### src/rtl/sar_adc_pkg.sv
package sar_adc_pkg;

    typedef enum logic [1:0] {
        SEQ_IDLE = 2'd0,
        SEQ_WAIT = 2'd1,
        SEQ_CONV = 2'd2
    } seq_state_e;

    localparam int OFS_RESULT = 'h00;
    localparam int OFS_STATUS = 'h04;
    localparam int OFS_CTRL   = 'h08;
    localparam int OFS_DELAY  = 'h0C;

    localparam int CB_CH_LSB  = 0;
    localparam int CB_PWR     = 3;
    localparam int CB_IE      = 5;
    localparam int CB_FLAG    = 6;

    localparam int CH_SEL_W   = 3;
    localparam int DLY_W      = 6;
    localparam int DLY_RESET  = 8;
    localparam int BUS_W      = 32;

endpackage

### src/rtl/sar_seq.sv
module sar_seq
    import sar_adc_pkg::*;
#(
    parameter int RES_BITS = 10
) (
    input  logic                clk,
    input  logic                rst_n,
    input  logic                start,
    input  logic                stop,
    input  logic [DLY_W-1:0]    dly,
    input  logic                cmp_ge,
    output logic                busy,
    output logic                done,
    output logic [RES_BITS-1:0] result,
    output logic [RES_BITS-1:0] trial_code
);

    localparam int IDX_W = (RES_BITS > 1) ? $clog2(RES_BITS) : 1;
    localparam logic [IDX_W-1:0] IDX_MSB = IDX_W'(RES_BITS - 1);
    localparam logic [RES_BITS-1:0] ONE = RES_BITS'(1);

    typedef struct packed {
        seq_state_e           state;
        logic [DLY_W-1:0]     cnt;
        logic [IDX_W-1:0]     idx;
        logic [RES_BITS-1:0]  acc;
    } seq_t;

    seq_t q, d;
    logic [RES_BITS-1:0] trial;

    always_comb begin
        d     = q;
        done  = 1'b0;
        trial = (q.state == SEQ_CONV) ? (q.acc | (ONE << q.idx)) : '0;
        if (stop) begin
            d.state = SEQ_IDLE;
        end else if (start) begin
            d.acc = '0;
            d.idx = IDX_MSB;
            d.cnt = dly;
            d.state = (dly == '0) ? SEQ_CONV : SEQ_WAIT;
        end else begin
            unique case (q.state)
                SEQ_WAIT: begin
                    if (q.cnt == DLY_W'(1)) begin
                        d.state = SEQ_CONV;
                        d.idx   = IDX_MSB;
                        d.acc   = '0;
                    end else begin
                        d.cnt = q.cnt - DLY_W'(1);
                    end
                end
                SEQ_CONV: begin
                    d.acc = cmp_ge ? trial : q.acc;
                    if (q.idx == '0) begin
                        done    = 1'b1;
                        d.state = SEQ_IDLE;
                    end else begin
                        d.idx = q.idx - IDX_W'(1);
                    end
                end
                default: d.state = SEQ_IDLE;
            endcase
        end
    end

    always_ff @(posedge clk or negedge rst_n) begin
        if (!rst_n) begin
            q <= '{state: SEQ_IDLE, cnt: '0, idx: '0, acc: '0};
        end else begin
            q <= d;
        end
    end

    assign busy       = (q.state != SEQ_IDLE);
    assign result     = d.acc;
    assign trial_code = trial;

    // settle phase hands over to the bit phase when the count expires
    assert_wait_to_conv_R4: assert property (@(posedge clk) disable iff (!rst_n)
        (q.state == SEQ_WAIT && q.cnt == DLY_W'(1) && !start && !stop)
        |=> (q.state == SEQ_CONV && q.idx == IDX_MSB));

    // bit phase walks down one index per cycle
    assert_bit_walk_R5: assert property (@(posedge clk) disable iff (!rst_n)
        (q.state == SEQ_CONV && q.idx != '0 && !start && !stop)
        |=> (q.state == SEQ_CONV && q.idx == $past(q.idx) - IDX_W'(1)));

    // a power-off write leaves the sequencer idle
    assert_stop_idles_R8: assert property (@(posedge clk) disable iff (!rst_n)
        stop |=> !busy);

endmodule

### src/rtl/sar_regs.sv
module sar_regs
    import sar_adc_pkg::*;
#(
    parameter int RES_BITS = 10,
    parameter int ADDR_W   = 5
) (
    input  logic                clk,
    input  logic                rst_n,
    input  logic                psel,
    input  logic                penable,
    input  logic                pwrite,
    input  logic [ADDR_W-1:0]   paddr,
    input  logic [BUS_W-1:0]    pwdata,
    output logic [BUS_W-1:0]    prdata,
    input  logic                busy,
    input  logic                done,
    input  logic [RES_BITS-1:0] result,
    output logic                start,
    output logic                stop,
    output logic [CH_SEL_W-1:0] ch,
    output logic                pwr,
    output logic                ie,
    output logic                flag,
    output logic [DLY_W-1:0]    dly
);

    typedef struct packed {
        logic [CH_SEL_W-1:0] ch;
        logic                pwr;
        logic                ie;
        logic                flag;
        logic [DLY_W-1:0]    dly;
        logic [RES_BITS-1:0] data;
    } reg_t;

    reg_t q, d;
    logic wr, ctrl_wr, dly_wr;
    logic unused_wdata;

    assign wr      = psel & penable & pwrite;
    assign ctrl_wr = wr && (paddr == ADDR_W'(OFS_CTRL));
    assign dly_wr  = wr && (paddr == ADDR_W'(OFS_DELAY));
    assign start   = ctrl_wr &  pwdata[CB_PWR];
    assign stop    = ctrl_wr & ~pwdata[CB_PWR];
    assign unused_wdata = ^{pwdata[BUS_W-1:CB_FLAG+1], pwdata[4]};

    always_comb begin
        d = q;
        if (ctrl_wr) begin
            d.ch   = pwdata[CB_CH_LSB +: CH_SEL_W];
            d.pwr  = pwdata[CB_PWR];
            d.ie   = pwdata[CB_IE];
            d.flag = q.flag & pwdata[CB_FLAG];
        end
        if (dly_wr) begin
            d.dly = pwdata[DLY_W-1:0];
        end
        if (done) begin
            d.data = result;
            d.flag = 1'b1;
        end
    end

    always_ff @(posedge clk or negedge rst_n) begin
        if (!rst_n) begin
            q <= '{ch: '0, pwr: 1'b0, ie: 1'b0, flag: 1'b0,
                   dly: DLY_W'(DLY_RESET), data: '0};
        end else begin
            q <= d;
        end
    end

    always_comb begin
        prdata = '0;
        if (psel && !pwrite) begin
            unique case (paddr)
                ADDR_W'(OFS_RESULT): prdata[RES_BITS-1:0] = q.data;
                ADDR_W'(OFS_STATUS): prdata[0] = busy;
                ADDR_W'(OFS_CTRL): begin
                    prdata[CB_CH_LSB +: CH_SEL_W] = q.ch;
                    prdata[CB_PWR]  = q.pwr;
                    prdata[CB_IE]   = q.ie;
                    prdata[CB_FLAG] = q.flag;
                end
                ADDR_W'(OFS_DELAY):  prdata[DLY_W-1:0] = q.dly;
                default:             prdata = '0;
            endcase
        end
    end

    assign ch   = q.ch;
    assign pwr  = q.pwr;
    assign ie   = q.ie;
    assign flag = q.flag;
    assign dly  = q.dly;

    // a finished conversion always leaves the flag raised
    assert_done_sets_flag_R6: assert property (@(posedge clk) disable iff (!rst_n)
        done |=> flag);

    // the result register only moves on completion
    assert_data_hold_R8: assert property (@(posedge clk) disable iff (!rst_n)
        !done |=> $stable(q.data));

    // with power off the sequencer is never busy
    assert_off_idle_R7: assert property (@(posedge clk) disable iff (!rst_n)
        !q.pwr |-> !busy);

endmodule

### src/rtl/sar_adc_ctrl.sv
module sar_adc_ctrl
    import sar_adc_pkg::*;
#(
    parameter int RES_BITS = 10,
    parameter int NUM_CH   = 3,
    parameter int ADDR_W   = 5
) (
    input  logic                clk,
    input  logic                rst_n,
    input  logic                psel,
    input  logic                penable,
    input  logic                pwrite,
    input  logic [ADDR_W-1:0]   paddr,
    input  logic [31:0]         pwdata,
    output logic [31:0]         prdata,
    input  logic                cmp_ge,
    output logic [RES_BITS-1:0] trial_code,
    output logic [2:0]          chan_sel,
    output logic                pwr_on,
    output logic                irq
);

    localparam int CH_LIMIT = 1 << CH_SEL_W;

    logic                busy, done, start, stop;
    logic                ie, flag, pwr;
    logic [RES_BITS-1:0] result;
    logic [CH_SEL_W-1:0] ch;
    logic [DLY_W-1:0]    dly;

    initial begin
        assert (NUM_CH >= 1 && NUM_CH <= CH_LIMIT && RES_BITS >= 2 && RES_BITS <= BUS_W)
            else $error("sar_adc_ctrl: parameter out of range");
    end

    sar_regs #(.RES_BITS(RES_BITS), .ADDR_W(ADDR_W)) u_regs (
        .clk(clk), .rst_n(rst_n),
        .psel(psel), .penable(penable), .pwrite(pwrite),
        .paddr(paddr), .pwdata(pwdata), .prdata(prdata),
        .busy(busy), .done(done), .result(result),
        .start(start), .stop(stop),
        .ch(ch), .pwr(pwr), .ie(ie), .flag(flag), .dly(dly)
    );

    sar_seq #(.RES_BITS(RES_BITS)) u_seq (
        .clk(clk), .rst_n(rst_n),
        .start(start), .stop(stop), .dly(dly), .cmp_ge(cmp_ge),
        .busy(busy), .done(done), .result(result), .trial_code(trial_code)
    );

    assign chan_sel = ch;
    assign pwr_on   = pwr;
    assign irq      = flag & ie;

    // a power-on control write makes the converter busy next cycle
    assert_start_busy_R3: assert property (@(posedge clk) disable iff (!rst_n)
        start |=> busy);

    // writing zero to control drops the interrupt
    assert_clear_irq_R7: assert property (@(posedge clk) disable iff (!rst_n)
        (stop && pwdata[CB_FLAG] == 1'b0) |=> !irq);

endmodule

### config.mk
export PLATFORM = sky130hd
export DESIGN_NAME = sar_adc_ctrl
export DESIGN_NICKNAME = d
export VERILOG_FILES = /design/src/rtl/sar_adc_pkg.sv /design/src/rtl/sar_seq.sv /design/src/rtl/sar_regs.sv /design/src/rtl/sar_adc_ctrl.sv
export SDC_FILE = /design/constraint.sdc
export NUM_CORES = 1
export LEC_CHECK = 0
export CORE_ASPECT_RATIO = 0.7
export CORE_UTILIZATION = 47
export CTS_BUF_LIST = sky130_fd_sc_hd__clkbuf_4 sky130_fd_sc_hd__clkbuf_8 sky130_fd_sc_hd__clkbuf_16
export DETAILED_ROUTE_END_ITERATION = 8
export GPL_TIMING_DRIVEN = 0
export HOLD_SLACK_MARGIN = 0.08
export PLACE_DENSITY_LB_ADDON = 0.25
export SLEW_MARGIN = 0
export SYNTH_ARGS = -nofsm -noshare
export SYNTH_HDL_FRONTEND = slang
export SYNTH_SLANG_ARGS = --single-unit
### constraint.sdc
create_clock -name clk -period 2.5 [get_ports clk]
set_input_delay 0.625 -clock clk [delete_from_list [all_inputs] [get_ports clk]]
set_output_delay 0.625 -clock clk [all_outputs]
set_load 0.03 [all_outputs]
==> summary.md, run 1 <==
| Metric | Value |
|---|---|
| Slowest CP cell | `or4b_4` |
| Overall routing resource usage | `25.9%` |
| Layout Area Growth over Synthesis | `25.1%` |
| Warnings from Yosys | `0` |
| Cell taking the most area after synthesis | `dfrtp_1` |
| CTS tree | `built` |
| Total negative slack | `0 ps` |
| Post-layout util | `62.1%` |
| Synth top cells by count | `dfrtp_1 (43), nand2_1 (32), nor2_1 (32)` |
| Die Y | `67.6 µm` |
| Worst path max stage delay | `540 ps` |
| Synth top area share | `37.3%` |
| # IOs | `90` |
| TritonCTS buffer count | `5` |
| Total Routed Length | `7.98 mm` |
| Drt pass-1 iters | `4` |
| Critical path arrival | `1860 ps` |
| Synth async-reset ratio | `100%` |
| Synth area leaders | `dfrtp_1 (37%), buf_4 (6.8%), ha_1 (4.3%), nand2_1 (4.2%), nor2_1 (4.2%)` |
| Worst Skew | `2.78 ps` |
| Initial core utilization | `49.7%` |
| Vias/cell | `5.70` |
| Worst slew pin tran | `757 ps` |
| Post-synthesis sequential area ratio | `38.2%` |
| CTS sink count | `44` |
| Detailed Route Iter0 Violations | `257` |
| # diodes | `0` |
| Crit end category | `output port` |
| Pins Over Slew Limit | `0` |
| # nets final | `455` |
| Mean cell area of the mapped netlist | `8.83 µm²` |
| Critical Path RT | `1880 ps` |
| Cells after Synth | `327` |
| # port buffers | `42` |
| Htree depth | `2` |
| Post-DP HPWL | `5.98 mm` |
| Crit path time final | `2480 ps` |
| Leakage power | `0.00172 µW` |
| Layout fillers | `522` |
| DRC Markers | `0` |
| # hold bufs at CTS | `0` |
| VDD IR max | `206 µV` |
| Startpoint Class | `input port` |
| First-pass GRT wire length | `12.4 mm` |
| Grt ovf | `0` |
| ANT nets after route | `0` |
| Power per cell area | `434 mW/mm²` |
| Outcome | `complete, no violations` |
| DR WL/cell | `16.7 µm` |
| Core box area | `0.00581 mm²` |
| Final period utilization | `99.4%` |
| Worst-Skew Late Latency | `300 ps` |
| Number of synthesized flops with an enable pin | `0` |
| Proportion of layout cells with a drive suffix above 1 | `24.4%` |
| Max_slew headroom | `49.3%` |
| RePlAce Congestion | `0.884` |
| Worst-path clk slew | `80 ps` |
| RSZ-0062 raised after global routing | `no` |
| Crit Path Class | `input port to output port` |
| Area after DPL | `0.00350 mm²` |
| Max Cap Viol | `0` |
| Most frequent cell after synthesis | `dfrtp_1` |
| Max Clk Rate | `0.403 GHz` |
| Hold Path Class | `input port to asynchronous set/reset pin` |
| Netlist Area Pre-Place | `0.00289 mm²` |
| Critical path, cell by cell | `clkdlybuf4s15_2 -> or4b_4 -> nor2_4 -> and3_4 -> buf_6` |
| Design area | `0.00361 mm²` |
| Worst-path fanout max | `3` |
| Die ar. | `0.00646 mm²` |
| Vias in the first global route | `2455` |
| Max Root-Sink Buffers | `2` |
| Die X | `95.7 µm` |
| Largest net degree at the start of global routing | `29` |
| Final Hold Vio Count | `0` |
| Crit path buf inv count | `2` |
| CP top delay family | `simple AND/OR/NAND/NOR gates` |
| Clock root buffer | `clkbuf_8` |
| Yosys cell types | `64` |
| Main synth FF type | `dfrtp_1` |
| Vias after detailed routing | `2717` |
| Final setup vio count | `0` |
| Initial antenna violation count | `0` |
| Synth Register Bits | `44` |
| Rows | `23` |
[worst paths after layout]
check / start / depth (start not counted) / to / slack, ps
max: paddr[4] / 5 / prdata[9] / 20
min: rst_n / 1 / u_seq.q[2] / 240
max reg2reg: u_seq.q[15] / 6 / u_seq.q[0] / 190
min reg2reg: u_regs.q[8] / 2 / u_regs.q[8] / 500
max in group asynchronous: rst_n / 2 / u_regs.dly[3] / 1690
min in group clk: u_regs.q[8] / 2 / u_regs.q[8] / 500
[final cells by class]
cell class | count | area, µm² | area share (%)
Clock buffer | 5 | 68.8 | 1.91
Clock inverter | 2 | 12.5 | 0.347
Tap cell | 75 | 93.8 | 2.60
Multi-Input combinational cell | 253 | 1620 | 44.8
Inverter | 14 | 52.6 | 1.46
Buffer | 37 | 272 | 7.52
Timing Repair Buffer | 47 | 392 | 10.8
Sequential cell | 44 | 1100 | 30.5
[registers in the layout, indices dropped and copies added (netlist names)]
| name | flops |
|---|---|
| u_regs.q | 10 |
| u_regs.ie | 1 |
| u_seq.q | 22 |
| u_regs.flag | 1 |
| u_regs.dly | 6 |
| u_regs.pwr | 1 |
| u_regs.ch | 3 |
[routing by layer]
metal  global-route usage (%)  up-vias  part of all wire, %
li1                         -     1276                    -
met4                     6.90        0                  1.2
met2                     38.9      136                   43
met1                     38.9     1295                   47
met3                     3.49       10                  8.3
met5                        0        -                    0
[stage by stage]
step                worst slack [ps]  total power [µW]  hold WS, ps  cells
finish                          15.7              1570          243    477
global route                   0.768              1630          273    477
CTS                             4.72              1570          248    476
detailed placement             -1120              1120          480    466
global placement               -1090              1110          462    465
floorplan                       83.6              1010          329    348
[report_power, final]
part           switching, µW  internal [µW]
logic                    181            136
clock network            253            190
registers               47.6            759
total                    482           1080
[worst register-to-register path, delay by kind of cell (launching register included)]
| kind | cells | cell delay, ps |
|---|---|---|
| AO/OA/AOI/OAI | 3 | 1150 |
| flip-flops | 1 | 420 |
| AND/OR/NAND/NOR | 1 | 330 |
| adder cells (fa/ha/maj) | 1 | 170 |
| buffers and inverters | 1 | 100 |
[kinds of logic after synthesis]
kind of cell               Yosys count  share of synthesized area [%]
other                                1                          0.130
and+or+nand+nor                    126                           23.6
buffers and inverters               51                           10.2
AOI/OAI and AO/OA                   84                           19.5
DFF                                 44                           38.2
adders and majority gates           10                           4.33
muxes                               11                           4.03
[cells in the final DEF (no fill, tap or decap), types with 12 or more instances in the layout]
cell type        Yosys  final
dfrtp_1             43     43
nand2_1             32     32
nor3_1              13     12
buf_4               26     33
a21oi_1             23     23
clkdlybuf4s50_1      0     15
nor2_1              32     30
inv_1               14     14
conb_1               1     22
buf_2                3     17
[what timing repair did]
item / in CTS / in global routing
endpoints found under the setup margin: 25 / 15
setup buffers: 3 / 1
pin swaps: 4 / 1
gates cloned: 0 / 0
resized for setup: 123 / 18
Note: power is estimated with default switching activity, not from simulation.
==> inputs of run 2 (changes only) <==
--- a/config.mk
+++ b/config.mk
@@ -6,6 +6,7 @@
 export NUM_CORES = 1
 export LEC_CHECK = 0
 export CORE_ASPECT_RATIO = 0.7
+export CORE_MARGIN = 2
 export CORE_UTILIZATION = 47
 export CTS_BUF_LIST = sky130_fd_sc_hd__clkbuf_4 sky130_fd_sc_hd__clkbuf_8 sky130_fd_sc_hd__clkbuf_16
 export DETAILED_ROUTE_END_ITERATION = 8
==> run 2 against run 1 <==
  * Wire length decreased by 0.64%
  * Worst setup slack improved by 35 ps
  * Non-clock buffer count increased by 1
  * Sequential share of layout area decreased by 0.32 points
  * Critical endpoint unchanged
  * Largest cell class unchanged
  * Largest power group unchanged
==> summary.md, run 2 (synthesis results as in run 1) <==
| Metric | Value |
|---|---|
| # diodes | `0 (unchanged)` |
| Largest net degree at the start of global routing | `27 (was 29)` |
| CTS tree | `built (unchanged)` |
| # port buffers | `42 (unchanged)` |
| Worst slew pin tran | `710 ps (was 757 ps)` |
| VDD IR max | `212 µV (was 206 µV)` |
| Die Y | `69.6 µm (was 67.6 µm)` |
| Layout Area Growth over Synthesis | `26.4% (was 25.1%)` |
| Overall routing resource usage | `23.5% (was 25.9%)` |
| Outcome | `complete, no violations (unchanged)` |
| Final period utilization | `98.0% (was 99.4%)` |
| Crit end category | `output port (unchanged)` |
| Met1 usage | `36.6% (was 38.9%)` |
| Grt ovf | `0 (unchanged)` |
| Most frequent cells in the layout | `dfrtp_1 (43), buf_4 (33), nand2_1 (32), nor2_1 (30), a21oi_1 (23) (unchanged)` |
| TritonCTS buffer count | `5 (unchanged)` |
| Total Routed Length | `7.93 mm (was 7.98 mm)` |
| Proportion of layout cells with a drive suffix above 1 | `25.0% (was 24.4%)` |
| Max_slew headroom | `52.5% (was 49.3%)` |
| Clk pwr share | `30.4% (was 28.3%)` |
| CTS sink count | `44 (unchanged)` |
| Most used routing layer | `met1 (was met2)` |
| Crit Path Class | `input port to output port (unchanged)` |
| Startpoint Class | `input port (unchanged)` |
| NetSw | `481 µW (was 482 µW)` |
| Largest Register | `u_seq.q (unchanged)` |
| DR WL/cell | `16.6 µm (was 16.7 µm)` |
| Die X | `97.7 µm (was 95.7 µm)` |
| Die ar. | `0.00679 mm² (was 0.00646 mm²)` |
| Worst-Skew Late Latency | `310 ps (was 300 ps)` |
| Final setup vio count | `0 (unchanged)` |
| Max Root-Sink Buffers | `2 (unchanged)` |
| Clock root buffer | `clkbuf_8 (unchanged)` |
| RSZ-0062 raised after global routing | `no (unchanged)` |
| Worst-path clk slew | `90 ps (was 80 ps)` |
| # IOs | `90 (unchanged)` |
| # hold bufs at CTS | `0 (unchanged)` |
| Design area | `0.00365 mm² (was 0.00361 mm²)` |
| Vias/cell | `5.63 (was 5.70)` |
| Drt pass-1 iters | `5 (was 4)` |
| Worst Skew | `8.06 ps (was 2.78 ps)` |
| Core box area | `0.00581 mm² (unchanged)` |
| Crit path time final | `2450 ps (was 2480 ps)` |
| GRT met2 Usage | `33.3% (was 38.9%)` |
| Htree depth | `2 (unchanged)` |
| ANT nets after route | `0 (unchanged)` |
| Vias after detailed routing | `2695 (was 2717)` |
| First-pass GRT wire length | `12.8 mm (was 12.4 mm)` |
| Detailed Route Iter0 Violations | `253 (was 257)` |
| Largest register FFs | `22 (unchanged)` |
| Post-Layout Cell Count | `479 (was 477)` |
| Most common cell after layout, fill and taps aside | `dfrtp_1 (unchanged)` |
| # nets final | `456 (was 455)` |
| Sequential Power Share | `50.0% (was 51.5%)` |
| Vias in the first global route | `2487 (was 2455)` |
| Met3 Use GR | `4.64% (was 3.49%)` |
| Critical Path RT | `1880 ps (about the same)` |
| Pins Over Slew Limit | `0 (unchanged)` |
| Power per cell area | `442 mW/mm² (was 434 mW/mm²)` |
| Final Hold Vio Count | `0 (unchanged)` |
| Fraction of power spent switching nets | `29.8% (was 30.8%)` |
| Max Cap Viol | `0 (unchanged)` |
| Hold WS | `262 ps (was 243 ps)` |
| Leakage power | `0.00173 µW (was 0.00172 µW)` |
| Total chip power | `1610 µW (was 1570 µW)` |
| Rows | `23 (unchanged)` |
| Cells after DPL | `466 (unchanged)` |
| Area after DPL | `0.00350 mm² (unchanged)` |
| Comb pwr share | `19.6% (was 20.3%)` |
| RePlAce Congestion | `0.920 (was 0.884)` |
| Critical path arrival | `1820 ps (was 1860 ps)` |
| Int Power | `1130 µW (was 1080 µW)` |
| Worst-path fanout max | `3 (unchanged)` |
| Post-DP HPWL | `5.99 mm (was 5.98 mm)` |
| Max Clk Rate | `0.408 GHz (was 0.403 GHz)` |
| DRC Markers | `0 (unchanged)` |
| Total negative slack | `0 ps (unchanged)` |
| Initial antenna violation count | `0 (unchanged)` |
| Initial core utilization | `49.7% (unchanged)` |
| Hold Path Class | `input port to asynchronous set/reset pin (unchanged)` |
run 2: changes by cell type in the layout (fill, tap and decap cells not counted), sizes merged:
cell           before  now
buf                56   55
clkbuf             14   17
clkdlybuf4s15       1    2
clkinv              1    0
run 2: cell type report:
type	instances	area [µm²]
repair buffers	48	409
clock buffers	7	90.1
fillers	517	2160
plain buffers	37	272
inverters	14	52.6
multi-input cells	253	1620
clock inverters	1	7.51
well taps	75	93.8
flip-flops and latches	44	1100
run 2: path summary, 6_finish.rpt:
kind | start | end | slack (ps) | cells after the start
min reg2reg | u_regs.q[7] | u_regs.q[7] | 480 | 2
min in group clk | u_regs.q[7] | u_regs.q[7] | 480 | 2
max reg2reg | u_seq.q[20] | u_regs.q[7] | 180 | 6
min | rst_n | u_regs.q[2] | 260 | 1
max in group asynchronous | rst_n | u_seq.q[10] | 1730 | 2
max | paddr[4] | prdata[9] | 50 | 5
run 2: critical path: stages:
cell and delay (ps):
clkdlybuf4s15_2 210, or4b_4 550, nor2_4 120, and3_4 190
buf_6 120
run 2: per-layer routing:
layer	part of all wire [%]	up-vias
li1	-	1273
met1	48	1293
met2	42	118
met3	8.4	11
met4	1.3	0
met5	0	-
run 2: power by group through the flow:
stage	Sequential, µW	Clock [µW]	Combinational [µW]
detailed placement	820	0	298
global route	812	531	345
global placement	819	0	290
CTS	804	495	307
finish	806	490	317
floorplan	806	0	204
run 2: what timing repair did:
item,4_1_cts,5_1_grt
resized for setup,114,27
pin swaps,3,3
setup buffers,3,2
endpoints found under the setup margin,25,18
run 2: through the flow:
step                      worst slack [ps]  utilization [%]
after CTS                             3.45             62.7
after global placement               -1100             60.0
final                                 50.9             62.8
after floorplan                       83.6                -
after detailed placement             -1130             60.3
after global routing                  20.3             62.8
==> inputs of run 3 (changes only) <==
--- a/config.mk
+++ b/config.mk
@@ -13,7 +13,8 @@
 export GPL_TIMING_DRIVEN = 0
 export HOLD_SLACK_MARGIN = 0.08
 export PLACE_DENSITY_LB_ADDON = 0.25
-export SLEW_MARGIN = 0
+export SETUP_SLACK_MARGIN = 0.4
+export SLEW_MARGIN = 20
 export SYNTH_ARGS = -nofsm -noshare
 export SYNTH_HDL_FRONTEND = slang
 export SYNTH_SLANG_ARGS = --single-unit
==> run 3 against run 2 <==
  * Sequential cell count unchanged
  * Sequential power increased by 1%
  * Via count up 11%
  * Sequential share of layout area is 5.1 points lower
  * Combinational power up 19%
  * First-iteration DRC count up 12%
  * Worst hold slack better by 21 ps
  * Non-clock buffer count up 37
  * Critical path type unchanged
  * Highest routed layer unchanged
==> summary.md, run 3 (synthesis results as in run 1) <==
| Metric | Value |
|---|---|
| Final Hold Vio Count | `0 (unchanged)` |
| # diodes | `0 (unchanged)` |
| Initial core utilization | `49.7% (unchanged)` |
| Crit path buf inv count | `2 (unchanged)` |
| Drt pass-1 iters | `5 (unchanged)` |
| Launching point of the worst reg2reg path | `u_seq.q[21] (was u_seq.q[20])` |
| Critical path, cell by cell | `buf_8 -> or4b_4 -> nor2_4 -> and3_4 -> buf_6 (was clkdlybuf4s15_2 -> or4b_4 -> nor2_4 -> and3_4 -> buf_6)` |
| DRC Markers | `0 (unchanged)` |
| Largest Register | `u_seq.q (unchanged)` |
| # IOs | `90 (unchanged)` |
| Worst-Skew Late Latency | `320 ps (was 310 ps)` |
| Final setup vio count | `0 (unchanged)` |
| Vias after detailed routing | `2978 (was 2695)` |
| Grt ovf | `0 (unchanged)` |
| Worst-path clk slew | `100 ps (was 90 ps)` |
| # port buffers | `42 (unchanged)` |
| FF-to-FF End | `u_seq.q[5] (was u_regs.q[7])` |
| R2r worst-path depth | `6 (unchanged)` |
| Power per cell area | `407 mW/mm² (was 442 mW/mm²)` |
| RSZ-0062 raised after global routing | `yes (was no)` |
| Hold WS | `283 ps (was 262 ps)` |
| Multi-input gate area | `0.00190 mm² (was 0.00162 mm²)` |
| Htree depth | `2 (unchanged)` |
| Vias/cell | `5.77 (was 5.63)` |
| CTS sink count | `44 (unchanged)` |
| Total Routed Length | `9.58 mm (was 7.93 mm)` |
| Crit end category | `output port (unchanged)` |
| Layout fillers | `366 (was 517)` |
| Crit path time final | `2360 ps (was 2450 ps)` |
| FF/Latch Area | `0.00110 mm² (about the same)` |
| Leakage power | `0.00204 µW (was 0.00173 µW)` |
| CP top delay family | `simple AND/OR/NAND/NOR gates (unchanged)` |
| Overall routing resource usage | `26.6% (was 23.5%)` |
| Largest net degree at the start of global routing | `24 (was 27)` |
| Vias in the first global route | `2738 (was 2487)` |
| Die Y | `69.6 µm (unchanged)` |
| Worst Skew | `7.70 ps (was 8.06 ps)` |
| Max_slew headroom | `62.2% (was 52.5%)` |
| Max Root-Sink Buffers | `2 (unchanged)` |
| Max Clk Rate | `0.424 GHz (was 0.408 GHz)` |
| Post-DP HPWL | `6.03 mm (was 5.99 mm)` |
| Most frequent cells in the layout | `buf_4 (59), dfrtp_1 (42), nand2_1 (29), buf_6 (28), nor2_1 (24) (was dfrtp_1 (43), buf_4 (33), nand2_1 (32), nor2_1 (30), a21oi_1 (23))` |
| Cells after DPL | `466 (unchanged)` |
| Core box area | `0.00581 mm² (unchanged)` |
| RePlAce Congestion | `0.885 (was 0.920)` |
| Pins Over Slew Limit | `0 (unchanged)` |
| Total chip power | `1790 µW (was 1610 µW)` |
| First-pass GRT wire length | `14.1 mm (was 12.8 mm)` |
| Layout Area Growth over Synthesis | `52.4% (was 26.4%)` |
| Outcome | `complete, no violations (unchanged)` |
| Proportion of layout cells with a drive suffix above 1 | `39.7% (was 25.0%)` |
| TritonCTS buffer count | `5 (unchanged)` |
| Max Cap Viol | `0 (unchanged)` |
| Critical Path RT | `1880 ps (about the same)` |
| Detailed Route Iter0 Violations | `283 (was 253)` |
| Die X | `97.7 µm (unchanged)` |
| Startpoint Class | `input port (unchanged)` |
| CTS tree | `built (unchanged)` |
| Worst slew pin tran | `567 ps (was 710 ps)` |
| Post-Layout Cell Count | `516 (was 479)` |
| Final period utilization | `94.4% (was 98.0%)` |
| Slowest CP cell | `or4b_4 (unchanged)` |
| Most common cell after layout, fill and taps aside | `buf_4 (was dfrtp_1)` |
| Critical path arrival | `1740 ps (was 1820 ps)` |
| FF-to-FF setup slack | `450 ps (was 180 ps)` |
| Largest register FFs | `22 (unchanged)` |
| Worst path max stage delay | `570 ps (was 550 ps)` |
| Hold Path Class | `input port to asynchronous set/reset pin (unchanged)` |
| Clock root buffer | `clkbuf_8 (unchanged)` |
| ANT nets after route | `0 (unchanged)` |
| # nets final | `493 (was 456)` |
| VDD IR max | `266 µV (was 212 µV)` |
| Crit Path Class | `input port to output port (unchanged)` |
| Die ar. | `0.00679 mm² (unchanged)` |
| Initial antenna violation count | `0 (unchanged)` |
| Rows | `23 (unchanged)` |
| Worst-path fanout max | `3 (unchanged)` |
| DR WL/cell | `18.6 µm (was 16.6 µm)` |
==> run 3: cell types whose count changed in the layout (fill, tap and decap cells not counted), sizes merged <==
cell,before,now
clkbuf,17,11
clkdlybuf4s15,2,1
buf,55,100
dlygate4sd2,2,3
clkdlybuf4s50,15,10
inv,14,15
dlymetal6s2s,1,2
bufinv,0,1
==> run 3: metal layers <==
layer | GRT usage, % | wire, µm | up-vias
met3 | 6.85 | 880 | 20
met1 | 38.0 | 4070 | 1442
li1 | - | - | 1348
met5 | 0 | 0 | -
met2 | 40.0 | 4490 | 168
met4 | 7.72 | 142 | 0
==> run 3: cell type report <==
class	instances	area share, %
sequential	44	25.1
clock buffer	5	1.56
clock inverter	3	1.05
timing repair buffer	85	18.9
tap	75	2.13
inverter	14	1.19
multi-input combinational	253	43.3
buffer	37	6.77
==> run 3: timing repair <==
action,4_1_cts,5_1_grt
endpoints found under the hold margin,0,0
hold buffers,0,0
buffers inserted,21,18
gates cloned,3,0
resized for setup,233,18
endpoints found under the setup margin,64,41
pin swaps,20,16
==> run 3: worst max path at each step <==
| stage | from | to | slack, ps | depth (start not counted) |
|---|---|---|---|---|
| finish | paddr[4] | prdata[8] | 140 | 5 |
| CTS | paddr[4] | prdata[8] | 130 | 5 |
| floorplan | paddr[4] | prdata[0] | 170 | 3 |
| global route | paddr[4] | prdata[8] | 110 | 5 |
| global placement | paddr[4] | prdata[0] | -1050 | 5 |
| detailed placement | paddr[4] | prdata[0] | -1090 | 5 |
==> run 3: metrics by stage <==
stage	instance area, µm²	setup WS [ps]	util, %	setup TNS [ps]
2_1_floorplan	3040	169	-	0
3_3_place_gp	3560	-1050	61.2	-35940
3_5_place_dp	3580	-1090	61.6	-17700
4_1_cts	4180	126	71.9	0
5_1_grt	4400	113	75.7	0
6_report	4400	140	75.7	0
==> run 3: power breakdown <==
group / switching [µW] / total, µW / internal, µW
Clock: 294 / 596 / 302
Combinational: 211 / 378 / 167
Sequential: 58.6 / 818 / 759
